`config.mk`:
```
export PLATFORM = sky130hd
export DESIGN_NAME = rx_frame_classifier
export DESIGN_NICKNAME = d
export VERILOG_FILES = /design/src/rtl/rxc_pkg.sv /design/src/rtl/rxc_len_counter.sv /design/src/rtl/rxc_status_eval.sv /design/src/rtl/rx_frame_classifier.sv
export SDC_FILE = /design/constraint.sdc
export NUM_CORES = 1
export LEC_CHECK = 0
export BUFFER_PORTS_ARGS = -buffer_cell sky130_fd_sc_hd__buf_2
export CORE_MARGIN = 4
export CORE_UTILIZATION = 41
export CTS_CLUSTER_DIAMETER = 50
export DETAILED_ROUTE_END_ITERATION = 16
export PLACE_DENSITY = 0.72
export REMOVE_ABC_BUFFERS = 1
export SETUP_SLACK_MARGIN = 0.02
export SLEW_MARGIN = 20
export SYNTH_ARGS = -nofsm -noshare
export SYNTH_HDL_FRONTEND = slang
export SYNTH_SLANG_ARGS = --single-unit
```
`constraint.sdc`:
```
create_clock -name clk -period 2.1 [get_ports clk]
set_clock_uncertainty 0.15 [all_clocks]
set_input_delay 0.21 -clock clk [delete_from_list [all_inputs] [get_ports clk]]
set_output_delay 0.21 -clock clk [all_outputs]
set_load 0.02 [all_outputs]
```
`src/rtl/rxc_pkg.sv`:
```
package rxc_pkg;
    localparam int STAT_W   = 16;
    localparam int BIT_DRIB = 7;
    localparam int BIT_CRC  = 12;
    localparam int BIT_RUNT = 13;
    localparam int BIT_XTRA = 14;

    typedef enum logic [1:0] {
        ST_IDLE = 2'd0,
        ST_RECV = 2'd1,
        ST_DONE = 2'd2
    } rxc_state_t;
endpackage

```
`src/rtl/rxc_len_counter.sv`:
```
module rxc_len_counter #(
    parameter int MAX_LEN = 1518,
    parameter int CNT_W   = $clog2(MAX_LEN + 2)
) (
    input  logic             clk,
    input  logic             rst_n,
    input  logic             byte_vld,
    input  logic             eof,
    output logic [CNT_W-1:0] len_now,
    output logic             byte_store
);
    localparam logic [CNT_W-1:0] MAX_C = CNT_W'(MAX_LEN);

    logic [CNT_W-1:0] cnt_q;

    // Length saturates at MAX_LEN+1: enough to tell oversize apart.
    always_comb begin
        len_now = cnt_q;
        if (byte_vld && (cnt_q <= MAX_C))
            len_now = cnt_q + 1'b1;
    end

    assign byte_store = byte_vld && (cnt_q < MAX_C);

    always_ff @(posedge clk) begin
        if (!rst_n)
            cnt_q <= '0;
        else if (eof)
            cnt_q <= '0;
        else
            cnt_q <= len_now;
    end
endmodule

```
`src/rtl/rxc_status_eval.sv`:
```
module rxc_status_eval
    import rxc_pkg::*;
#(
    parameter int MIN_LEN = 64,
    parameter int MAX_LEN = 1518,
    parameter int CNT_W   = $clog2(MAX_LEN + 2)
) (
    input  logic [CNT_W-1:0]  frame_len,
    input  logic [2:0]        eof_bits,
    input  logic              crc_ok,
    input  logic [STAT_W-1:0] accept_mask,
    input  logic [STAT_W-1:0] irq_mask,
    output logic [STAT_W-1:0] status,
    output logic              keep,
    output logic              irq_hit,
    output logic              align
);
    localparam logic [CNT_W-1:0] MIN_C = CNT_W'(MIN_LEN);
    localparam logic [CNT_W-1:0] MAX_C = CNT_W'(MAX_LEN);

    logic [2:0] err;
    logic [2:0] acc;
    logic [2:0] ien;
    logic       drib;

    assign drib = |eof_bits;
    assign err  = {frame_len > MAX_C, frame_len < MIN_C, !crc_ok};
    assign acc  = {accept_mask[BIT_XTRA], accept_mask[BIT_RUNT], accept_mask[BIT_CRC]};
    assign ien  = {irq_mask[BIT_XTRA], irq_mask[BIT_RUNT], irq_mask[BIT_CRC]};

    always_comb begin
        status           = '0;
        status[BIT_DRIB] = drib;
        status[BIT_CRC]  = err[0];
        status[BIT_RUNT] = err[1];
        status[BIT_XTRA] = err[2];
    end

    assign keep    = ((err & ~acc) == 3'b000);
    assign irq_hit = |(err & ien);
    assign align   = drib && err[0];
endmodule

```
`src/rtl/rx_frame_classifier.sv`:
```
module rx_frame_classifier
    import rxc_pkg::*;
#(
    parameter int MIN_LEN = 64,
    parameter int MAX_LEN = 1518
) (
    input  logic              clk,
    input  logic              rst_n,
    input  logic              byte_vld,
    input  logic              eof,
    input  logic [2:0]        eof_bits,
    input  logic              crc_ok,
    input  logic [STAT_W-1:0] accept_mask,
    input  logic [STAT_W-1:0] irq_mask,
    output logic              byte_store,
    output logic              res_vld,
    output logic [STAT_W-1:0] res_status,
    output logic              res_keep,
    output logic              res_align,
    output logic              irq
);
    localparam int CNT_W = $clog2(MAX_LEN + 2);

    rxc_state_t        state_q, state_d;
    logic [CNT_W-1:0]  frame_len;
    logic [STAT_W-1:0] nxt_status;
    logic              nxt_keep, nxt_irq, nxt_align;
    logic              irq_q;

    rxc_len_counter #(.MAX_LEN(MAX_LEN), .CNT_W(CNT_W)) u_cnt (
        .clk        (clk),
        .rst_n      (rst_n),
        .byte_vld   (byte_vld),
        .eof        (eof),
        .len_now    (frame_len),
        .byte_store (byte_store)
    );

    rxc_status_eval #(.MIN_LEN(MIN_LEN), .MAX_LEN(MAX_LEN), .CNT_W(CNT_W)) u_eval (
        .frame_len   (frame_len),
        .eof_bits    (eof_bits),
        .crc_ok      (crc_ok),
        .accept_mask (accept_mask),
        .irq_mask    (irq_mask),
        .status      (nxt_status),
        .keep        (nxt_keep),
        .irq_hit     (nxt_irq),
        .align       (nxt_align)
    );

    always_comb begin
        state_d = state_q;
        unique case (state_q)
            ST_IDLE: if (eof) state_d = ST_DONE;
                     else if (byte_vld) state_d = ST_RECV;
            ST_RECV: if (eof) state_d = ST_DONE;
            ST_DONE: if (eof) state_d = ST_DONE;
                     else if (byte_vld) state_d = ST_RECV;
                     else state_d = ST_IDLE;
            default: state_d = ST_IDLE;
        endcase
    end

    always_ff @(posedge clk) begin
        if (!rst_n) state_q <= ST_IDLE;
        else        state_q <= state_d;
    end

    always_ff @(posedge clk) begin
        if (!rst_n) begin
            res_status <= '0;
            res_keep   <= 1'b0;
            res_align  <= 1'b0;
            irq_q      <= 1'b0;
        end else if (eof) begin
            res_status <= nxt_status;
            res_keep   <= nxt_keep;
            res_align  <= nxt_align;
            irq_q      <= nxt_irq;
        end
    end

    assign res_vld = (state_q == ST_DONE);
    assign irq     = res_vld && irq_q;
endmodule

```
==> run metrics, run 1 <==
Die Ht 64.2 um; H-tree Lvls 1; total power 692 uW; dpl cells 226; DRC Markers 0; clock buffer count from CTS 3; leakage power 0.659 nW; R2R cell count 8; startpoint types flop; WL met1 1260 um; R2R Path Start u_cnt.cnt_q[2]; Sw Ratio 28.2%; Post-synth EDFFs 0; top cell type's share of synthesized area 30.9%; fmax 0.458 GHz; num ports 61; first-pass GRT wire length 5160 um; most common cell in the synthesized netlist dfxtp_1; register-to-register setup slack -0.08 ns; vias per cell 5.18; Clock transition at path regs 0.11 ns; synth warn 0; WP data required 2.17 ns; setup TNS -0.175 ns; Slew Viols, Final 0; hold_sp irq_mask[14]; NumNets Final 232; Clock Latency Late Sink 0.31 ns; dominant cells by area after synthesis dfxtp_1, buf_4, nor2_1; Fin. Hold Viols 0; synth unique cells 50; crit path kind flop to flop; Critical Path Sink Type flop; reg2reg end res_keep; Core ar. 3030 um2; Syn Std Cell Area 1300 um2; Synth async-reset ratio 0%; Placer Congestion 0.903; layout cells sized above 1 42.0%; Post-Syn Area per Cell 8.88 um2; power per cell area 431 nW/um2; worst-path fanout max 6; Post-Layout Cell Count 232; wire per inst 13.2 um; CTS tree built; final core utilization 53.0%; fillers 287; period utilization 104%; clock share of power 26.8%; global route total overflow 0; drt initial violations 29; via count 1201; CP max-delay cell or3_1; final WL 3070 um; slowest stage delay, CP 0.39 ns; Post-DRT Antenna Nets 0; synth cell count leaders dfxtp_1, nor2_1, buf_4; Std-Cell Rows 20; Min-Delay Endpoint irq_q; Area Overhead vs Synth 23.8%; Seq/Total Area, Yosys 30.9%; CP Cell Sequence and4_4 > buf_4 > a21oi_4 > o211ai_4 > or3_1 > a211oi_2 > a21oi_2 > a2bb2oi_2; failing checks negative setup slack; met3 wire len 223 um; reported net switching power 195 uW; CTS Root Cell clkbuf_4; combinational power share 15.7%; final hold slack 0.0396 ns; post-synth top area cell dfxtp_1; Initial DRT Pass Iterations 4; hold path cells 3; number of global-route vias before repair 1141; Pint 497 uW; Die W 64.2 um; port buffer count 22; Max rail drop VDD 299 uV; initial antenna violation count 0; largest net degree at the start of global routing 15; outcome complete, but fails checks; Hold Crit Class input port to flop; Post-DP HPWL 2220 um; Synth Flop Type dfxtp_1; Starting Density 42.8%; All-Layer GR Usage 15.6%; count of final setup violators 3; Max Cap Violations 0; # clock sinks 20; RSZ-0062 raised after global routing yes; met2 wire length 1530 um; setup ws final -0.0836 ns; register share of total power 57.5%; CP Data Arrival Time 2.25 ns; top layer in use met4; CTS Buffer Depth 2; register bit total from synthesis 20; minimum clock period 2.18 ns; Post-Synthesis Cells 146; die area 4120 um2; n_diodes 0
worst max-delay path, delay by kind of cell, from the launching register on:
family	cells	cell delay, ns
AOI/OAI and AO/OA	5	0.87
and+or+nand+nor	2	0.58
DFF	1	0.34
buffers and inverters	1	0.14
flip-flops by register name (all words and copies together), names as in the netlist:
name,flops
res_status,4
irq_q,1
res_keep,1
state_q,2
u_cnt.cnt_q,11
res_align,1
cell families (layout without fill, tap and decap cells):
group,Yosys count,after routing,share of synthesized area [%]
adder cells (fa/ha/maj),2,2,1.93
XOR/XNOR,9,9,6.66
other,1,12,0.289
flip-flops,20,20,30.9
multiplexers,2,2,1.54
buffers and inverters,23,54,13.7
AO/OA/AOI/OAI,36,36,23.6
AND/OR/NAND/NOR,53,53,21.3
cells in the final DEF (no fill, tap or decap), drive strengths merged, types with 2 or more instances in the layout:
cell,synthesis,routed
dfxtp,20,20
and3,4,4
xor2,7,7
nand2,7,7
conb,1,12
buf,17,46
xnor2,2,2
clkbuf,1,3
o211ai,2,2
o21a,2,2
a21oi,5,5
mux2i,2,2
ha,2,2
nand4,2,2
nand2b,3,3
o21ai,9,9
and2,5,5
o2111ai,3,3
nor3,2,2
inv,5,5
o211a,2,2
nand3,5,5
nor2b,3,3
nor2,17,17
a211oi,3,3
timing repair:
item                                    in CTS  in global routing
buffers inserted                             3                  0
hold buffers                                 0                  0
endpoints found under the setup margin       4                  7
pin swaps                                   12                  8
gates resized for setup                      9                 14
per-stage QoR:
stage	setup WS (ns)	cell area [um2]
final	-0.0836	1610
after global routing	-0.199	1610
after CTS	-0.0920	1570
after detailed placement	-0.134	1500
after global placement	-0.0886	1500
after floorplan	-0.0786	1180
power groups by stage:
stage | clock, mW | sequential (mW) | combinational (mW)
after global placement | 0 | 0.405 | 0.102
after floorplan | 0 | 0.414 | 0.0547
final | 0.186 | 0.398 | 0.109
after detailed placement | 0 | 0.405 | 0.104
after global routing | 0.214 | 0.400 | 0.121
after CTS | 0.190 | 0.398 | 0.107
metal layers:
metal / vias to the layer above / GRT usage, %
met3: 11 / 2.99
met2: 53 / 27.2
li1: 573 / -
met4: 0 / 5.54
met5: - / 0
met1: 564 / 19.0
layout make-up:
cell class                      count  area [um2]  share of cell area [%]
Inverter                            5        18.8                    1.17
Multi-Input combinational cell    114         801                    49.9
Sequential cell                    20         410                    25.6
Tap cell                           44        55.1                    3.43
Timing Repair Buffer               46         298                    18.6
Clock buffer                        3        22.5                    1.40
how the worst max path moves through the flow:
stage,from,endpoint,slack [ns],depth (start not counted)
finish,u_cnt.cnt_q[2],res_keep,-0.08,8
global placement,u_cnt.cnt_q[5],res_keep,-0.09,7
floorplan,u_cnt.cnt_q[2],res_keep,-0.08,7
global route,u_cnt.cnt_q[5],res_keep,-0.20,9
CTS,u_cnt.cnt_q[0],res_keep,-0.09,8
detailed placement,u_cnt.cnt_q[5],res_keep,-0.13,7
No activity file was read; power rests on OpenSTA's default activity.
==> run 2: changes to the inputs <==
--- a/config.mk
+++ b/config.mk
@@ -7,10 +7,10 @@
 export LEC_CHECK = 0
 export BUFFER_PORTS_ARGS = -buffer_cell sky130_fd_sc_hd__buf_2
 export CORE_MARGIN = 4
-export CORE_UTILIZATION = 41
+export CORE_UTILIZATION = 46
 export CTS_CLUSTER_DIAMETER = 50
 export DETAILED_ROUTE_END_ITERATION = 16
-export PLACE_DENSITY = 0.72
+export PLACE_DENSITY = 0.76
 export REMOVE_ABC_BUFFERS = 1
 export SETUP_SLACK_MARGIN = 0.02
 export SLEW_MARGIN = 20
==> constraint.sdc (replaced) <==
create_clock -name clk -period 2.15 [get_ports clk]
set_clock_uncertainty 0.15 [all_clocks]
set_input_delay 0.215 -clock clk [delete_from_list [all_inputs] [get_ports clk]]
set_output_delay 0.215 -clock clk [all_outputs]
set_load 0.02 [all_outputs]
==> run metrics, run 2 (same netlist as run 1, synthesis figures left out) <==
setup ws final -0.0835 ns (+0.0000757 ns); port buffer count 22 (unchanged); vias per cell 5.27 (+1.9%); max reg flops 11 (unchanged); RSZ-0062 raised after global routing yes; DRC Markers 0 (unchanged); Most flops, register u_cnt.cnt_q; total power 728 uW (+5.2%); CTS tree built; final WL 3080 um (+0.55%); global route total overflow 0 (unchanged); largest net degree at the start of global routing 15 (unchanged); Post-CTS Hold Fix Bufs 0 (unchanged); reg2reg end res_keep; dpl cell area 1480 um2 (-1.2%); register share of total power 53.3% (-4.2 points); clock share of power 32.2% (+5.4 points); Clock transition at path regs 0.14 ns (+0.03 ns); n_diodes 0 (unchanged); combinational power share 14.5% (-1.2 points); All-Layer GR Usage 17.5% (+1.9 points); leakage power 0.693 nW (+5.2%); die area 3730 um2 (-9.5%); CTS Buffer Depth 2 (unchanged); Max Cap Violations 0 (unchanged); Die Ht 61.1 um (-4.9%); R2R Path Start u_cnt.cnt_q[3]; Pint 523 uW (+5.2%); num ports 61 (unchanged); Area Overhead vs Synth 28.9%; NumNets Final 235 (+1.3%); CP Data Arrival Time 2.32 ns (+0.07 ns); failing checks negative setup slack; drt initial violations 30 (+3.4%); WP data required 2.23 ns (+0.06 ns); Std-Cell Rows 18 (-10%); setup TNS -0.154 ns (+0.0202 ns); minimum clock period 2.23 ns (+0.0499 ns); clock buffer count from CTS 3 (unchanged); H-tree Lvls 1 (unchanged); register-to-register setup slack -0.08 ns (about the same); Die W 61.1 um (-4.9%); commonest non-fill, non-tap cell in the layout buf_4; Hold Crit Class input port to flop; crit path kind flop to flop; slew margin rel. 64.0%; Fin. Hold Viols 0 (unchanged); Initial DRT Pass Iterations 4 (unchanged); CTS Root Cell clkbuf_4; number of global-route vias before repair 1113 (-2.5%); initial antenna violation count 0 (unchanged); Clock Latency Late Sink 0.32 ns (about the same); most frequent cells in the layout buf_4, buf_2, nor2_1, dfxtp_1, conb_1; Slew @ Worst Pin 0.540 ns; Max rail drop VDD 518 uV (+73%); Sw Ratio 28.2% (about the same); layout cells sized above 1 43.2% (+1.2 points); hold_sp irq_mask[14]; Starting Density 50.0% (+7.2 points); # clock sinks 20 (unchanged); via count 1171 (-2.5%); power per cell area 436 nW/um2 (+1.1%); reported net switching power 205 uW (+5.2%); count of final setup violators 3 (unchanged); Critical Path Sink Type flop; outcome complete, but fails checks; worst-path fanout max 7 (+1); Post-DRT Antenna Nets 0 (unchanged); hold path cells 3 (unchanged); R2R cell count 7 (-1); period utilization 104% (about the same); first-pass GRT wire length 4870 um (-5.6%); wire per inst 13.9 um (+5.1%); Slew Viols, Final 0 (unchanged); Min-Delay Endpoint irq_q; startpoint types flop; Core ar. 2590 um2 (-14%); final instance area 1670 um2 (+4.1%); fmax 0.448 GHz (-2.2%); Post-DP HPWL 2240 um (+0.90%); Placer Congestion 0.867 (-3.9%); registers with the most flip-flops u_cnt.cnt_q x11, res_status x4, state_q x2
[run 2: power by group through the flow]
| stage | clock network [mW] | registers (mW) | logic (mW) |
|---|---|---|---|
| floorplan | 0 | 0.404 | 0.0535 |
| global placement | 0 | 0.395 | 0.0991 |
| detailed placement | 0 | 0.396 | 0.102 |
| CTS | 0.238 | 0.388 | 0.105 |
| global route | 0.256 | 0.390 | 0.116 |
| finish | 0.234 | 0.388 | 0.106 |
[run 2: stage by stage]
| stage | hold slack, ns | std cells | util, % | setup WS [ns] |
|---|---|---|---|---|
| finish | 0.0100 | 222 | 64.5 | -0.0835 |
| global placement | 0.268 | 212 | 57.3 | -0.0416 |
| detailed placement | 0.273 | 212 | 57.3 | -0.0718 |
| global route | 0.00265 | 222 | 64.5 | -0.134 |
| floorplan | 0.193 | 139 | - | -0.0286 |
| CTS | 0.0130 | 220 | 63.0 | -0.0388 |
[run 2: area by class of cell]
type                       instances  area, um2
fill                             204        920
multi-input combinational        114        850
sequential                        20        408
timing repair buffer              49        320
tap                               30       37.5
clock buffer                       4       36.3
inverter                           5       18.8
[run 2: critical path, cell delays in order, from the launching register on]
cell	delay, ns
dfxtp_2	0.36
and4_4	0.22
a311o_4	0.29
o211ai_4	0.13
or3_4	0.41
a211oi_4	0.28
a21oi_2	0.12
a2bb2oi_2	0.17
[run 2: per-layer routing]
metal	vias up	wire length [um]	GRT usage (%)
li1	576	-	-
met1	555	1330	21.2
met2	34	1570	30.7
met3	6	152	4.61
met4	0	35	4.33
met5	-	0	0
[run 2: how the worst max path moves through the flow]
| stage | startpoint | depth (start not counted) | slack [ns] | endpoint |
|---|---|---|---|---|
| 4_1_cts | u_cnt.cnt_q[2] | 7 | -0.04 | res_keep |
| 2_1_floorplan | u_cnt.cnt_q[2] | 7 | -0.03 | res_keep |
| 3_3_place_gp | u_cnt.cnt_q[3] | 7 | -0.04 | res_keep |
| 6_report | u_cnt.cnt_q[3] | 7 | -0.08 | res_keep |
| 5_1_grt | u_cnt.cnt_q[3] | 7 | -0.13 | res_keep |
| 3_5_place_dp | u_cnt.cnt_q[5] | 7 | -0.07 | res_keep |
[run 2: timing repair]
action / in CTS / in global routing
buffers inserted: 4 / 2
pin swaps: 15 / 5
gates resized for setup: 21 / 4
endpoints found under the setup margin: 4 / 5
